$ cat src/rtl/irq_route_pkg.sv
package irq_route_pkg;
   localparam int CFG_W     = 64;
   localparam int ROUTE_LSB = 9;
   localparam int ROUTE_W   = 5;
   localparam int CAP_LSB   = 32;
   localparam int CAP_W     = 32;
endpackage

$ cat src/rtl/tmr_route_dec.sv
module tmr_route_dec
   import irq_route_pkg::*;
#(
   parameter int TN        = 0,
   parameter int NUM_LINES = 24,
   parameter int LEG_LINE0 = 0,
   parameter int LEG_LINE1 = 8
) (
   input  logic                 legacy_en,
   input  logic                 fire,
   input  logic [CFG_W-1:0]     cfg,
   output logic [NUM_LINES-1:0] line_req,
   output logic                 bad_route
);
   logic [ROUTE_W-1:0]   route;
   logic [CAP_W-1:0]     cap;
   logic                 cap_ok;
   logic [NUM_LINES-1:0] prog_req;

   assign route  = cfg[ROUTE_LSB +: ROUTE_W];
   assign cap    = cfg[CAP_LSB +: CAP_W];
   assign cap_ok = cap[route] && (int'(route) < NUM_LINES);

   always_comb begin
      prog_req = '0;
      if (fire && cap_ok) prog_req[route] = 1'b1;
   end

   generate
      if (TN == 0 || TN == 1) begin : g_legacy
         localparam int LEG = (TN == 0) ? LEG_LINE0 : LEG_LINE1;
         logic [NUM_LINES-1:0] leg_req;
         always_comb begin
            leg_req = '0;
            if (fire) leg_req[LEG] = 1'b1;
         end
         assign line_req  = legacy_en ? leg_req : prog_req;
         assign bad_route = !legacy_en && fire && !cap_ok;
      end else begin : g_prog
         assign line_req  = prog_req;
         assign bad_route = fire && !cap_ok;
      end
   endgenerate

   // a blocked request never reaches any line
   always_comb begin
      if (bad_route) assert_bad_no_line_R6: assert (line_req == '0);
   end
endmodule

$ cat src/rtl/irq_edge_pulser.sv
module irq_edge_pulser #(
   parameter int W = 24
) (
   input  logic         clk,
   input  logic         rst_n,
   input  logic [W-1:0] req,
   output logic [W-1:0] lines
);
   logic [W-1:0] stg_lo;
   logic [W-1:0] stg_hi;

   always_ff @(posedge clk) begin
      if (!rst_n) begin
         stg_lo <= '0;
         stg_hi <= '0;
      end else begin
         stg_lo <= req;
         stg_hi <= stg_lo;
      end
   end

   assign lines = stg_hi & ~stg_lo;

   assert_low_before_high_R3: assert property (@(posedge clk) disable iff (!rst_n)
      (lines & $past(lines)) == '0);
   assert_deassert_cycle_R3: assert property (@(posedge clk) disable iff (!rst_n)
      (|req) |=> ((lines & $past(req)) == '0));
endmodule

$ cat src/rtl/route_err_flags.sv
module route_err_flags #(
   parameter int N = 3
) (
   input  logic         clk,
   input  logic         rst_n,
   input  logic [N-1:0] set,
   output logic [N-1:0] flags
);
   always_ff @(posedge clk) begin
      if (!rst_n) flags <= '0;
      else        flags <= flags | set;
   end

   assert_sticky_R8: assert property (@(posedge clk) disable iff (!rst_n)
      (flags & $past(flags)) == $past(flags));
endmodule

$ cat src/rtl/irq_route_sel.sv
module irq_route_sel
   import irq_route_pkg::*;
#(
   parameter int NUM_TMR   = 3,
   parameter int NUM_LINES = 24,
   parameter int LEG_LINE0 = 0,
   parameter int LEG_LINE1 = 8
) (
   input  logic                       clk,
   input  logic                       rst_n,
   input  logic                       legacy_en,
   input  logic [NUM_TMR-1:0]         tmr_arm,
   input  logic [NUM_TMR-1:0]         tmr_fire,
   input  logic [NUM_TMR*CFG_W-1:0]   tmr_cfg,
   output logic [NUM_LINES-1:0]       irq_lines,
   output logic [NUM_TMR-1:0]         route_err,
   output logic                       pit_mute
);
   generate
      if (NUM_TMR < 2)          begin : g_chk_tmr   $error("NUM_TMR must be at least 2");   end
      if (NUM_LINES > CAP_W)    begin : g_chk_lines $error("NUM_LINES exceeds mask width"); end
      if (LEG_LINE0 >= NUM_LINES || LEG_LINE1 >= NUM_LINES)
                                begin : g_chk_leg   $error("legacy line out of range");     end
   endgenerate

   logic [NUM_LINES-1:0] req_tmr [NUM_TMR];
   logic [NUM_TMR-1:0]   bad;
   logic [NUM_LINES-1:0] req_all;

   generate
      for (genvar t = 0; t < NUM_TMR; t++) begin : g_tmr
         tmr_route_dec #(
            .TN(t), .NUM_LINES(NUM_LINES), .LEG_LINE0(LEG_LINE0), .LEG_LINE1(LEG_LINE1)
         ) u_dec (
            .legacy_en (legacy_en),
            .fire      (tmr_fire[t]),
            .cfg       (tmr_cfg[t*CFG_W +: CFG_W]),
            .line_req  (req_tmr[t]),
            .bad_route (bad[t])
         );

         assert_err_raised_R6: assert property (@(posedge clk) disable iff (!rst_n)
            bad[t] |=> route_err[t]);
      end
   endgenerate

   always_comb begin
      req_all = '0;
      for (int t = 0; t < NUM_TMR; t++) req_all = req_all | req_tmr[t];
   end

   irq_edge_pulser #(.W(NUM_LINES)) u_pulse (
      .clk   (clk),
      .rst_n (rst_n),
      .req   (req_all),
      .lines (irq_lines)
   );

   route_err_flags #(.N(NUM_TMR)) u_err (
      .clk   (clk),
      .rst_n (rst_n),
      .set   (bad),
      .flags (route_err)
   );

   assign pit_mute = legacy_en & tmr_arm[0];

   assert_legacy_t0_R4: assert property (@(posedge clk) disable iff (!rst_n)
      (legacy_en && tmr_fire[0]) ##1 !req_all[LEG_LINE0] |=> irq_lines[LEG_LINE0]);
   assert_idle_quiet_R11: assert property (@(posedge clk) disable iff (!rst_n)
      ($past(req_all) == '0 && req_all == '0) |=> (irq_lines == '0));
endmodule

$ cat config.mk
export PLATFORM = sky130hd
export DESIGN_NAME = irq_route_sel
export DESIGN_NICKNAME = d
export VERILOG_FILES = /design/src/rtl/irq_route_pkg.sv /design/src/rtl/tmr_route_dec.sv /design/src/rtl/irq_edge_pulser.sv /design/src/rtl/route_err_flags.sv /design/src/rtl/irq_route_sel.sv
export SDC_FILE = /design/constraint.sdc
export NUM_CORES = 1
export LEC_CHECK = 0
export ABC_AREA = 1
export BUFFER_PORTS_ARGS = -buffer_cell sky130_fd_sc_hd__buf_2
export CORE_MARGIN = 2
export CORE_UTILIZATION = 25
export CTS_CLUSTER_DIAMETER = 60
export DETAILED_ROUTE_END_ITERATION = 6
export GPL_TIMING_DRIVEN = 0
export PLACE_DENSITY_LB_ADDON = 0.05
export SKIP_LAST_GASP = 1
export SYNTH_ARGS = -nofsm -noshare
export SYNTH_HDL_FRONTEND = slang
export SYNTH_SLANG_ARGS = --single-unit
export TNS_END_PERCENT = 50
$ cat constraint.sdc
create_clock -name clk -period 2.1 [get_ports clk]
set_input_delay 0.42 -clock clk [delete_from_list [all_inputs] [get_ports clk]]
set_output_delay 0.42 -clock clk [all_outputs]
set_load 0.005 [all_outputs]
-- Word level (Yosys, flattened, before mapping)
Index checks and enable logic that the tools add are counted.
W data, S select, Z words.
- magnitude comparators: 9
- mux-type cells: 19
- bitwise logic cells: 6
- reduce and logical (&&, ||, !) cells: 18
- operators by type and width (kind ; count):
    $mux W24 ; 5
    $or A24 B24 Y24 ; 2
    $and A24 B24 Y24 ; 1
    $not A24 Y24 ; 1
    $lt A5 B6 Y1 const B ; 3
    $bmux W1 S5 ; 3
    $demux W1 S5 ; 3
    $ge A5 B1 Y1 const B ; 3
    $lt A5 B5 Y1 const B ; 3
    $logic_and A1 B1 Y1 ; 14
    $mux W1 ; 8
    $logic_not A1 Y1 ; 4
    $or A3 B3 Y3 ; 1
    $and A1 B1 Y1 ; 1
- bits in registers: 51
- input bits: 201
- output and inout port bits: 28
- word-level logic and storage cells: 55

-- Logic depth before layout (Yosys ltp)
Gate-level depths: netlist (run 1).
- depth in word-level cells: 8
- mapped depth: 15
- depth with buffers taken out: 13

-- Hierarchy
Synthesis (run 1) repeated with hierarchy kept, for this count alone.
- cells, all modules: 650
- area, all modules: 3603.5 um^2
- by module, submodules not included (module ; times used ; cells an instance ; area each (um^2) ; sequential area each (um^2)):
    irq_edge_pulser ; 1 ; 197 ; 1541.5 ; 960.9
    tmr_route_dec (g_tmr[2].u_dec) ; 1 ; 132 ; 603.1 ; 0.0
    tmr_route_dec (g_tmr[1].u_dec) ; 1 ; 118 ; 571.8 ; 0.0
    tmr_route_dec (g_tmr[0].u_dec) ; 1 ; 119 ; 523.0 ; 0.0
    irq_route_sel ; 1 ; 74 ; 277.8 ; 0.0
    route_err_flags ; 1 ; 10 ; 86.3 ; 60.1

-- Least setup slack after synthesis (run 1)
OpenSTA, ideal clock, no wires.
- path type: input-to-reg
- from: input port tmr_cfg[9]
- to: register u_pulse.stg_lo[18]
- setup time: 0.109 ns
- arrival time: 1.576 ns
- required time: 1.991 ns
- setup slack: 0.415 ns
- cell stages on the path: 15
- path buffers: 3
- cells stage by stage: buf_4 buf_6 nand2_1 nand2_1 nand2_1 nand2_1 nand2_1 nand2_1 nor2_1 nand2_2 buf_2 nand4_1 nand3_1 nand2_1 inv_1
- cells in the longest elaborated chain, start to end: 8
- elaborated cells on any way between the ends: 14
- those cells by class: order compare: 3; mux: 6; bitwise: 2; reduce/logical: 3
- RTL lines (element ; line ; RTL):
    from (decl) ; irq_route_sel.sv:14 ; input logic [NUM_TMR*CFG_W-1:0] tmr_cfg,
    $lt A5 B6 Y1 (not written as such) (tied with other cells) ; tmr_route_dec.sv:26 ; if (fire && cap_ok) prog_req[route] = 1'b1;
    $logic_and A1 B1 Y1 (not written as such) or $mux W1 (tied branches) ; tmr_route_dec.sv:26, tmr_route_dec.sv:22 ;
    $mux W1 (not written as such) or $logic_and A1 B1 Y1 (tied branches) ; tmr_route_dec.sv:26, tmr_route_dec.sv:22 ;
    $demux W1 S5 or $logic_and A1 B1 Y1 (tied branches) ; n/a ;
    $mux W24 * ; tmr_route_dec.sv:26 ;
    $mux W24 * ; tmr_route_dec.sv:37 ; assign line_req = legacy_en ? leg_req : prog_req;
    $or A24 B24 Y24 * (2 in a row) ; irq_route_sel.sv:49 ; for (int t = 0; t < NUM_TMR; t++) req_all = req_all | req_tmr[t];
    to (signal assigned) ; irq_edge_pulser.sv:17 ; stg_lo <= req;
    to (decl) ; irq_edge_pulser.sv:9 ; logic [W-1:0] stg_lo;
Mark *: on every way between the ends. The rest lies on a longest branch, timed or not. The select of a mux whose other input is x is not followed.
A chain may end at the register's enable or synchronous reset.

-- Final worst setup path (run 1)
- from: input port tmr_cfg[12]
- to: register u_pulse.stg_lo[4]
Same word-level chain as after synthesis.

==> results_dict.tcl, run 1 <==
set metrics [dict create \
    rr_startpoint "u_err.flags[1]" \
    final_hold_viol_count 0 \
    grt_pass1_vias 3852 \
    max-vdd-ir-drop_uv 275 \
    drc 0 \
    start_kind "input port" \
    drtIter0Drc 207 \
    cts_tree "built" \
    ctsHoldBuffers 0 \
    synth_warnings 0 \
    ys_seq_elements 51 \
    min_from "u_pulse.stg_lo[14]" \
    coreArea_sq_um 14400 \
    layout_commonest_cell "nand2_1" \
    end_kind "flip-flop" \
    cts_repair_resize_count 0 \
    die_w_microns 125 \
    use_met1_pct 20.4 \
    crit_fanout 10 \
    final_cell_mix "187 x nand2_1, 122 x buf_2, 109 x inv_1" \
    met2_usage_pct 24.9 \
    overflow 0 \
    dp_hpwl_microns 9950 \
    status "completed" \
    finalClockSkew_ns 0.00411 \
    worst-setup-path-type "input port to flip-flop" \
    slew_viol_final 0 \
    cts_setup_buffers 0 \
    clkSinkCount 51 \
    relSlewSlack_pct 55.9 \
    layout.nets 951 \
    grt_pass1_wl_microns 19100 \
    grt_use_met3_pct 2.79 \
    gp_congestion 0.817 \
    root_buffer "clkbuf_16" \
    worst_pin_slew_ns 0.656 \
    insertion_delay_ns 0.29 \
    timing.final.ws_setup_ns 0.217 \
    wirelength_microns 11900 \
    post_synth_num_cell_types 21 \
    num_antenna_cells 0 \
    die-area_sq_um 15500 \
    cap_violations 0 \
    rows 44 \
    synthToLayoutAreaGrowth_pct 25.9 \
    netlist_instances 630 \
    fmax_mhz 531 \
    clock_path_buffers 2 \
    hp-class "flip-flop to flip-flop" \
    rrSetupSlack_ns 1.52 \
    port_buffers 113 \
    io_pins 229 \
    grt.total_usage_pct 15.2 \
    drive_gt1_share_pct 23.2 \
    num_vias 4140 \
    finalCritPeriodShare_pct 89.7 \
    grt_max_degree 17 \
    stdcell_count 935 \
    h-tree-depth 2 \
    viasPerCell 4.43 \
    syn_nets 831 \
    start_util_pct 25.3 \
    synth_area_sq_um 3630 \
    cts_made_buffers 5 \
    clk_pin_slew_ns 0.07 \
    drtPass1Iterations 5 \
    min_period_ns 1.88 \
    top_usage_layer "met2" \
    p_total_mw 2.28 \
    power_density_nw_per_um2 498 \
    dp_cells 927 \
    cp_data_required_time_ns 2.34 \
    antenna_found_initial 0 \
    syn_area_per_cell_sq_um 5.77 \
    die_y_microns 125 \
    preCtsSetupSlack_ns -0.0413 \
    synth_seq_area_share_pct 28.1 \
    wl_per_cell_microns 12.7 \
    finalSetupViolations 0 \
    crit_path_start "tmr_cfg[12]" \
    worstPathArrival_ns 2.13 \
    p_leak_nw 2.56 \
    ant_nets 0 \
    grt_setup_unrepaired "no" \
]
[path summary, 6_finish.rpt]
check	end	cells past startpoint
min	u_pulse.stg_hi[14]	2
max	u_pulse.stg_lo[4]	12
min reg2reg	u_pulse.stg_hi[14]	2
max reg2reg	u_err.flags[1]	2
[worst max-delay path, stage by stage]
cell,delay (ns)
buf_2,0.12
inv_1,0.06
nor3_1,0.46
nand2_1,0.12
nand2_1,0.11
inv_2,0.04
nand2_2,0.12
buf_2,0.22
nand4_1,0.17
nand3_1,0.17
nand2_1,0.06
inv_1,0.05
[state kept, by name, summed over array words and instances (netlist names)]
signal / flops
u_pulse.stg_lo: 24
u_pulse.stg_hi: 24
u_err.flags: 3
[synth_stat cells, drive strengths merged]
cell	count	area share (%)
dfxtp	51	28
a21oi	5	0.69
nand3	58	10
nand2	192	20
inv	118	12
buf	21	3.9
clkbuf	9	0.93
nor3	20	2.8
nand4	57	9.8
nor2	97	11
o21ai	2	0.28
[per-layer routing]
layer | routed length (microns) | part of all wire, % | up-vias
li1 | - | - | 2189
met3 | 740 | 6.2 | 6
met1 | 5670 | 48 | 1815
met4 | 133 | 1.1 | 0
met5 | 0 | 0 | -
met2 | 5370 | 45 | 130
[layout make-up]
type / count / area [sq um]
fill: 1671 / 9790
timing repair buffer: 113 / 566
clock buffer: 5 / 125
buffer: 30 / 176
multi-input combinational: 431 / 1990
clock inverter: 3 / 20.0
inverter: 118 / 443
sequential: 51 / 1020
tap: 184 / 230
[stage by stage]
| step | util, % | hold slack [ns] | setup TNS (ns) | area, sq um |
|---|---|---|---|---|
| finish | 31.8 | 0.428 | 0 | 4580 |
| global route | 31.8 | 0.446 | 0 | 4580 |
| CTS | 31.8 | 0.433 | 0 | 4580 |
| detailed placement | 30.8 | 0.423 | -0.0413 | 4430 |
| global placement | 30.8 | 0.415 | -0.0298 | 4430 |
| floorplan | - | 0.407 | 0 | 3630 |
[power by group]
group	switching, mW	internal (mW)	leakage (nW)
logic	0.318	0.177	2.08
registers	0.00518	0.978	0.412
clock network	0.363	0.440	0.0658
total	0.686	1.59	2.56
[logic make-up (layout without fill, tap and decap cells)]
| kind of cell | Yosys count | after routing | synth area share, % |
|---|---|---|---|
| AO/OA/AOI/OAI | 7 | 7 | 0.964 |
| buffers and inverters | 148 | 269 | 17.0 |
| flip-flops | 51 | 51 | 28.1 |
| AND/OR/NAND/NOR | 424 | 424 | 53.9 |
Note: power is estimated with default switching activity, not from simulation.
==> run 2: changes to the inputs <==
Settings changed: ABC_AREA 1 to default, SYNTH_HIERARCHICAL from default to 1.
==> run 2 against run 1 <==
Compared with the run above:
- the run now ends with setup timing left
- highest routed layer unchanged
- register-to-register slack about the same
- critical path type unchanged
- sequential share of layout area increased by 0.91 points
- combinational power increased by 17%
- count of clock-buffer cells in the layout increased by 3
==> results_dict.tcl, run 2 <==
set metrics [dict create \
    status "complete, but fails checks" \
    violations "setup timing" \
    synthToLayoutAreaGrowth_pct 39.7 \
    drtIter0Drc 145 \
    synth_edf_count 0 \
    die_y_microns 116 \
    port_buffers 112 \
    cap_violations 0 \
    synth_area_leader_cell "dfxtp_1" \
    drtPass1Iterations 4 \
    yosysMostFrequentCell "nor3_1" \
    dp_cells 623 \
    cts_made_buffers 5 \
    synth_commonest_cells "65 x nor3_1, 52 x and2_1, 51 x dfxtp_1" \
    syn_nets 544 \
    crit_fanout 7 \
    power_density_nw_per_um2 544 \
    reg.largest.list "u_pulse/stg_hi (24), u_pulse/stg_lo (24), u_err/flags (3)" \
    finalSetupViolations 24 \
    slew_viol_final 0 \
    grt_setup_unrepaired "yes" \
    cp_data_required_time_ns 2.27 \
    start_util_pct 25.9 \
    syn_area_per_cell_sq_um 9.17 \
    die_w_microns 116 \
    hp-class "input port to flip-flop" \
    stdcell_area_sq_um 4400 \
    layout_commonest_cell "buf_2" \
    wirelength_microns 9450 \
    r2r_cells 1 \
    clock_path_buffers 2 \
    p_leak_nw 1.94 \
    synth_flop_cell "dfxtp_1" \
    final_hold_viol_count 0 \
    cts_tree "built" \
    end_kind "flip-flop" \
    synth_warnings 6 \
    num_antenna_cells 0 \
    grt_max_degree 15 \
    netlist_instances 343 \
    grt_pass1_wl_microns 14300 \
    root_buffer "clkbuf_16" \
    min_period_ns 2.18 \
    finalCritPeriodShare_pct 104 \
    worstPathArrival_ns 2.35 \
    num_vias 3002 \
    stdcell_count 650 \
    h-tree-depth 2 \
    rows 40 \
    start_kind "input port" \
    finalCoreUtilization_pct 36.1 \
    grt.total_usage_pct 13.7 \
    ant_nets 0 \
    drive_gt1_share_pct 41.9 \
    synth_area_sq_um 3150 \
    antenna_found_initial 0 \
    placed_area_sq_um 3980 \
    clkSinkCount 51 \
    insertion_delay_ns 0.28 \
    grt_pass1_vias 2783 \
    wl_per_cell_microns 14.5 \
    worst_pin_slew_ns 0.455 \
    synth_seq_area_share_pct 32.5 \
    ctsHoldBuffers 0 \
    min_path_cells 2 \
    clk_pin_slew_ns 0.06 \
    preCtsSetupSlack_ns -0.447 \
    timing.final.ws_setup_ns -0.0798 \
    relSlewSlack_pct 69.4 \
    gp_congestion 0.875 \
    worst-setup-path-type "input port to flip-flop" \
    fmax_mhz 459 \
    io_pins 229 \
    max-vdd-ir-drop_uv 255 \
    post_synth_num_cell_types 31 \
    async_reset_ff_share_pct 0 \
    finalClockSkew_ns 0.00611 \
    drc 0 \
    fill_cells 1282 \
    overflow 0 \
    layout.nets 682 \
    final_cell_mix "115 x buf_2, 54 x nor3_1, 51 x and2_1, 51 x dfxtp_1, 29 x nor2b_1" \
    dp_hpwl_microns 7510 \
    synth_top_area_share_pct 32.5 \
    ys_top_cells_by_area "dfxtp_1 32%, mux4_2 13%, and2_1 10%" \
    setup_tns_ns -1.14 \
    ys_seq_elements 51 \
    die-area_sq_um 13500 \
    viasPerCell 4.62 \
    coreArea_sq_um 12200 \
]
-- run 2: final timing paths --
check,start,end,slack [ns]
worst max-delay path,tmr_cfg[9],u_pulse/stg_lo[2],-0.08
worst min-delay path,rst_n,u_err/flags[0],0.44
worst max register to register,u_err/flags[2],u_err/flags[2],1.53
worst min register to register,u_err/flags[1],u_err/flags[1],0.45
-- run 2: layout make-up --
class | count | area, sq um | share of cell area [%]
clock buffers | 8 | 156 | 3.56
plain buffers | 27 | 251 | 5.72
multi-input cells | 263 | 1980 | 45.0
well taps | 168 | 210 | 4.78
flip-flops and latches | 51 | 1020 | 23.2
inverters | 2 | 7.51 | 0.171
repair buffers | 131 | 772 | 17.6
-- run 2: worst max-delay path: stages --
cell	delay (ns)
buf_12	0.10
mux4_2	0.49
a32o_2	0.31
nor3_4	0.18
buf_6	0.16
buf_6	0.09
nor4_1	0.05
or3_1	0.40
and2_1	0.16
-- run 2: cells by family after synthesis --
logic type | count (synthesis) | synth area share (%)
AOI/OAI and AO/OA | 13 | 3.34
buffers and inverters | 29 | 6.92
DFF | 51 | 32.5
muxes | 18 | 12.9
and+or+nand+nor | 232 | 44.4
-- run 2: per-layer routing --
metal / GRT usage, % / vias up / part of all wire (%)
met3: 2.08 / 10 / 5.3
met2: 21.7 / 107 / 45
li1: - / 1511 / -
met4: 5.24 / 0 / 2.0
met5: 0 / - / 0
met1: 18.9 / 1374 / 48
-- run 2: power by group --
| group | total [mW] | switching (mW) | internal, mW |
|---|---|---|---|
| sequential | 0.984 | 0.00494 | 0.979 |
| clock | 0.830 | 0.323 | 0.507 |
| combinational | 0.577 | 0.263 | 0.315 |
-- run 2: repair_timing --
item                                    in CTS  in global routing
buffers inserted                             3                 10
pin swaps                                    9                 21
endpoints found under the setup margin      24                 24
resized for setup                            6                 22
gates cloned                                 1                  5
-- run 2: metrics by stage --
stage,hold WS [ns],power [mW]
5_1_grt,0.465,2.51
4_1_cts,0.453,2.33
6_report,0.444,2.39
2_1_floorplan,0.430,1.31
3_3_place_gp,0.428,1.47
3_5_place_dp,0.439,1.47
==> run 3: changes to the inputs <==
Settings changed: PLACE_DENSITY_LB_ADDON 0.05 to default, SLEW_MARGIN from default to 20.
==> run 3 against run 2 <==
Compared with the run above:
- the flow still finishes with violations (setup timing)
- core utilization is 1.0 points lower
- die area stayed put
- clock skew is 0.0035 ns lower
- non-clock buffer count is 5 lower
- via count is 0.47% higher
- sequential cell count stayed put
- global-route usage is 0.10 points higher
- critical path type unchanged
- critical endpoint is now u_pulse/stg_lo[10]
- largest cell class unchanged
- largest power group unchanged
==> results_dict.tcl, run 3 (synthesis gave the netlist of run 2 again) <==
set metrics [dict create \
    fin_hold_ws_ns 0.444 \
    end_kind "flip-flop" \
    cap_violations 0 \
    crit_family "simple AND/OR/NAND/NOR gates" \
    worst_path_largest_cell_delay_ns 0.49 \
    violations "setup timing" \
    h-tree-depth 2 \
    worst-setup-path-type "input port to flip-flop" \
    crit_path_frequent_cell "buf_6" \
    cts_tree "built" \
    crit_fanout 7 \
    rrSetupSlack_ns 1.52 \
    root_buffer "clkbuf_16" \
    clk_pin_slew_ns 0.06 \
    grt_pass1_wl_microns 14700 \
    wl_per_cell_microns 14.1 \
    worst-path-buf-inv 3 \
    start_util_pct 25.9 \
    num_antenna_cells 0 \
    drtIter0Drc 132 \
    min_period_ns 2.20 \
    fmax_mhz 454 \
    finalCoreUtilization_pct 35.1 \
    final_hold_viol_count 0 \
    io_pins 229 \
    layout.nets 677 \
    fill_cells 1291 \
    coreArea_sq_um 12200 \
    drc 0 \
    timing.final.ws_setup_ns -0.102 \
    finalSetupViolations 23 \
    grt_pass1_vias 3090 \
    clkSinkCount 51 \
    ctsHoldBuffers 0 \
    reg.largest.list "u_pulse/stg_hi (24), u_pulse/stg_lo (24), u_err/flags (3)" \
    finalClockSkew_ns 0.00259 \
    max-vdd-ir-drop_uv 257 \
    insertion_delay_ns 0.28 \
    grt.total_usage_pct 13.8 \
    port_buffers 112 \
    die_y_microns 116 \
    status "complete, but fails checks" \
    worstPathArrival_ns 2.38 \
    path_cells "buf_12 -> mux4_2 -> a32o_2 -> nor3_4 -> buf_6 -> buf_6 -> nor4_1 -> or3_1 -> and2_1" \
    worst_pin_slew_ns 0.491 \
    hp-class "flip-flop to flip-flop" \
    start_kind "input port" \
    rows 40 \
    ant_nets 0 \
    cpMaxStageDelayCell "mux4_2" \
    grt_max_degree 17 \
    drtPass1Iterations 4 \
    num_vias 3016 \
    final_cell_mix "116 x buf_2, 55 x nor3_1, 51 x dfxtp_1" \
    layout_commonest_cell "buf_2" \
    relSlewSlack_pct 66.9 \
    cts_made_buffers 5 \
    gp_congestion 0.827 \
    die-area_sq_um 13500 \
    viasPerCell 4.68 \
    wirelength_microns 9080 \
    drive_gt1_share_pct 41.7 \
    overflow 0 \
    p_leak_nw 1.88 \
    finalCritPeriodShare_pct 105 \
    slew_viol_final 0 \
    die_w_microns 116 \
    cp_data_required_time_ns 2.27 \
    dp_hpwl_microns 7550 \
    synthToLayoutAreaGrowth_pct 35.7 \
    power_density_nw_per_um2 528 \
    antenna_found_initial 0 \
    clock_path_buffers 2 \
    grt_setup_unrepaired "yes" \
]
[run 3: changes by cell type in the layout (fill, tap and decap cells not counted), sizes merged]
cell	delta
inv	+1
clkinv	+2
buf	-3
clkbuf	-5
[run 3: repair_timing]
| action | 4_1_cts | 5_1_grt |
|---|---|---|
| gates resized for setup | 14 | 4 |
| setup buffers | 8 | 0 |
| cloned | 6 | 0 |
| endpoints found under the setup margin | 24 | 24 |
| pin swaps | 14 | 4 |
[run 3: cell type report]
type	count	area (sq um)	area share (%)
clock inverter	3	18.8	0.440
buffer	27	239	5.60
clock buffer	5	125	2.93
sequential	51	1020	23.9
multi-input combinational	263	1980	46.3
inverter	2	7.51	0.176
timing repair buffer	126	671	15.7
tap	168	210	4.92
[run 3: final timing paths]
path / startpoint / endpoint / cells after the start
hold / removal: u_err/flags[1] / u_err/flags[1] / 1
hold reg to reg: u_err/flags[1] / u_err/flags[1] / 1
setup / recovery: tmr_cfg[9] / u_pulse/stg_lo[10] / 9
setup reg to reg: u_err/flags[0] / u_err/flags[0] / 1
[run 3: report_power, final]
group	switching, mW	total (mW)	internal, mW
clock network	0.318	0.758	0.440
logic	0.240	0.512	0.273
registers	0.00480	0.984	0.979
[run 3: routing by layer]
metal	global-route usage [%]	part of all wire, %
met3	2.13	5.9
met1	17.1	44
met5	0	0
met4	5.79	3.4
met2	24.0	47
[run 3: through the flow]
step	setup WS, ns	std cells	total power, mW	TNS, ns	cell area [sq um]
final	-0.102	645	2.25	-1.61	4270
after global routing	-0.179	645	2.37	-3.45	4270
after CTS	-0.0973	645	2.28	-1.66	4250
after detailed placement	-0.451	623	1.46	-10.02	3980
after global placement	-0.438	623	1.45	-9.72	3980
after floorplan	-0.231	343	1.31	-5.31	3210
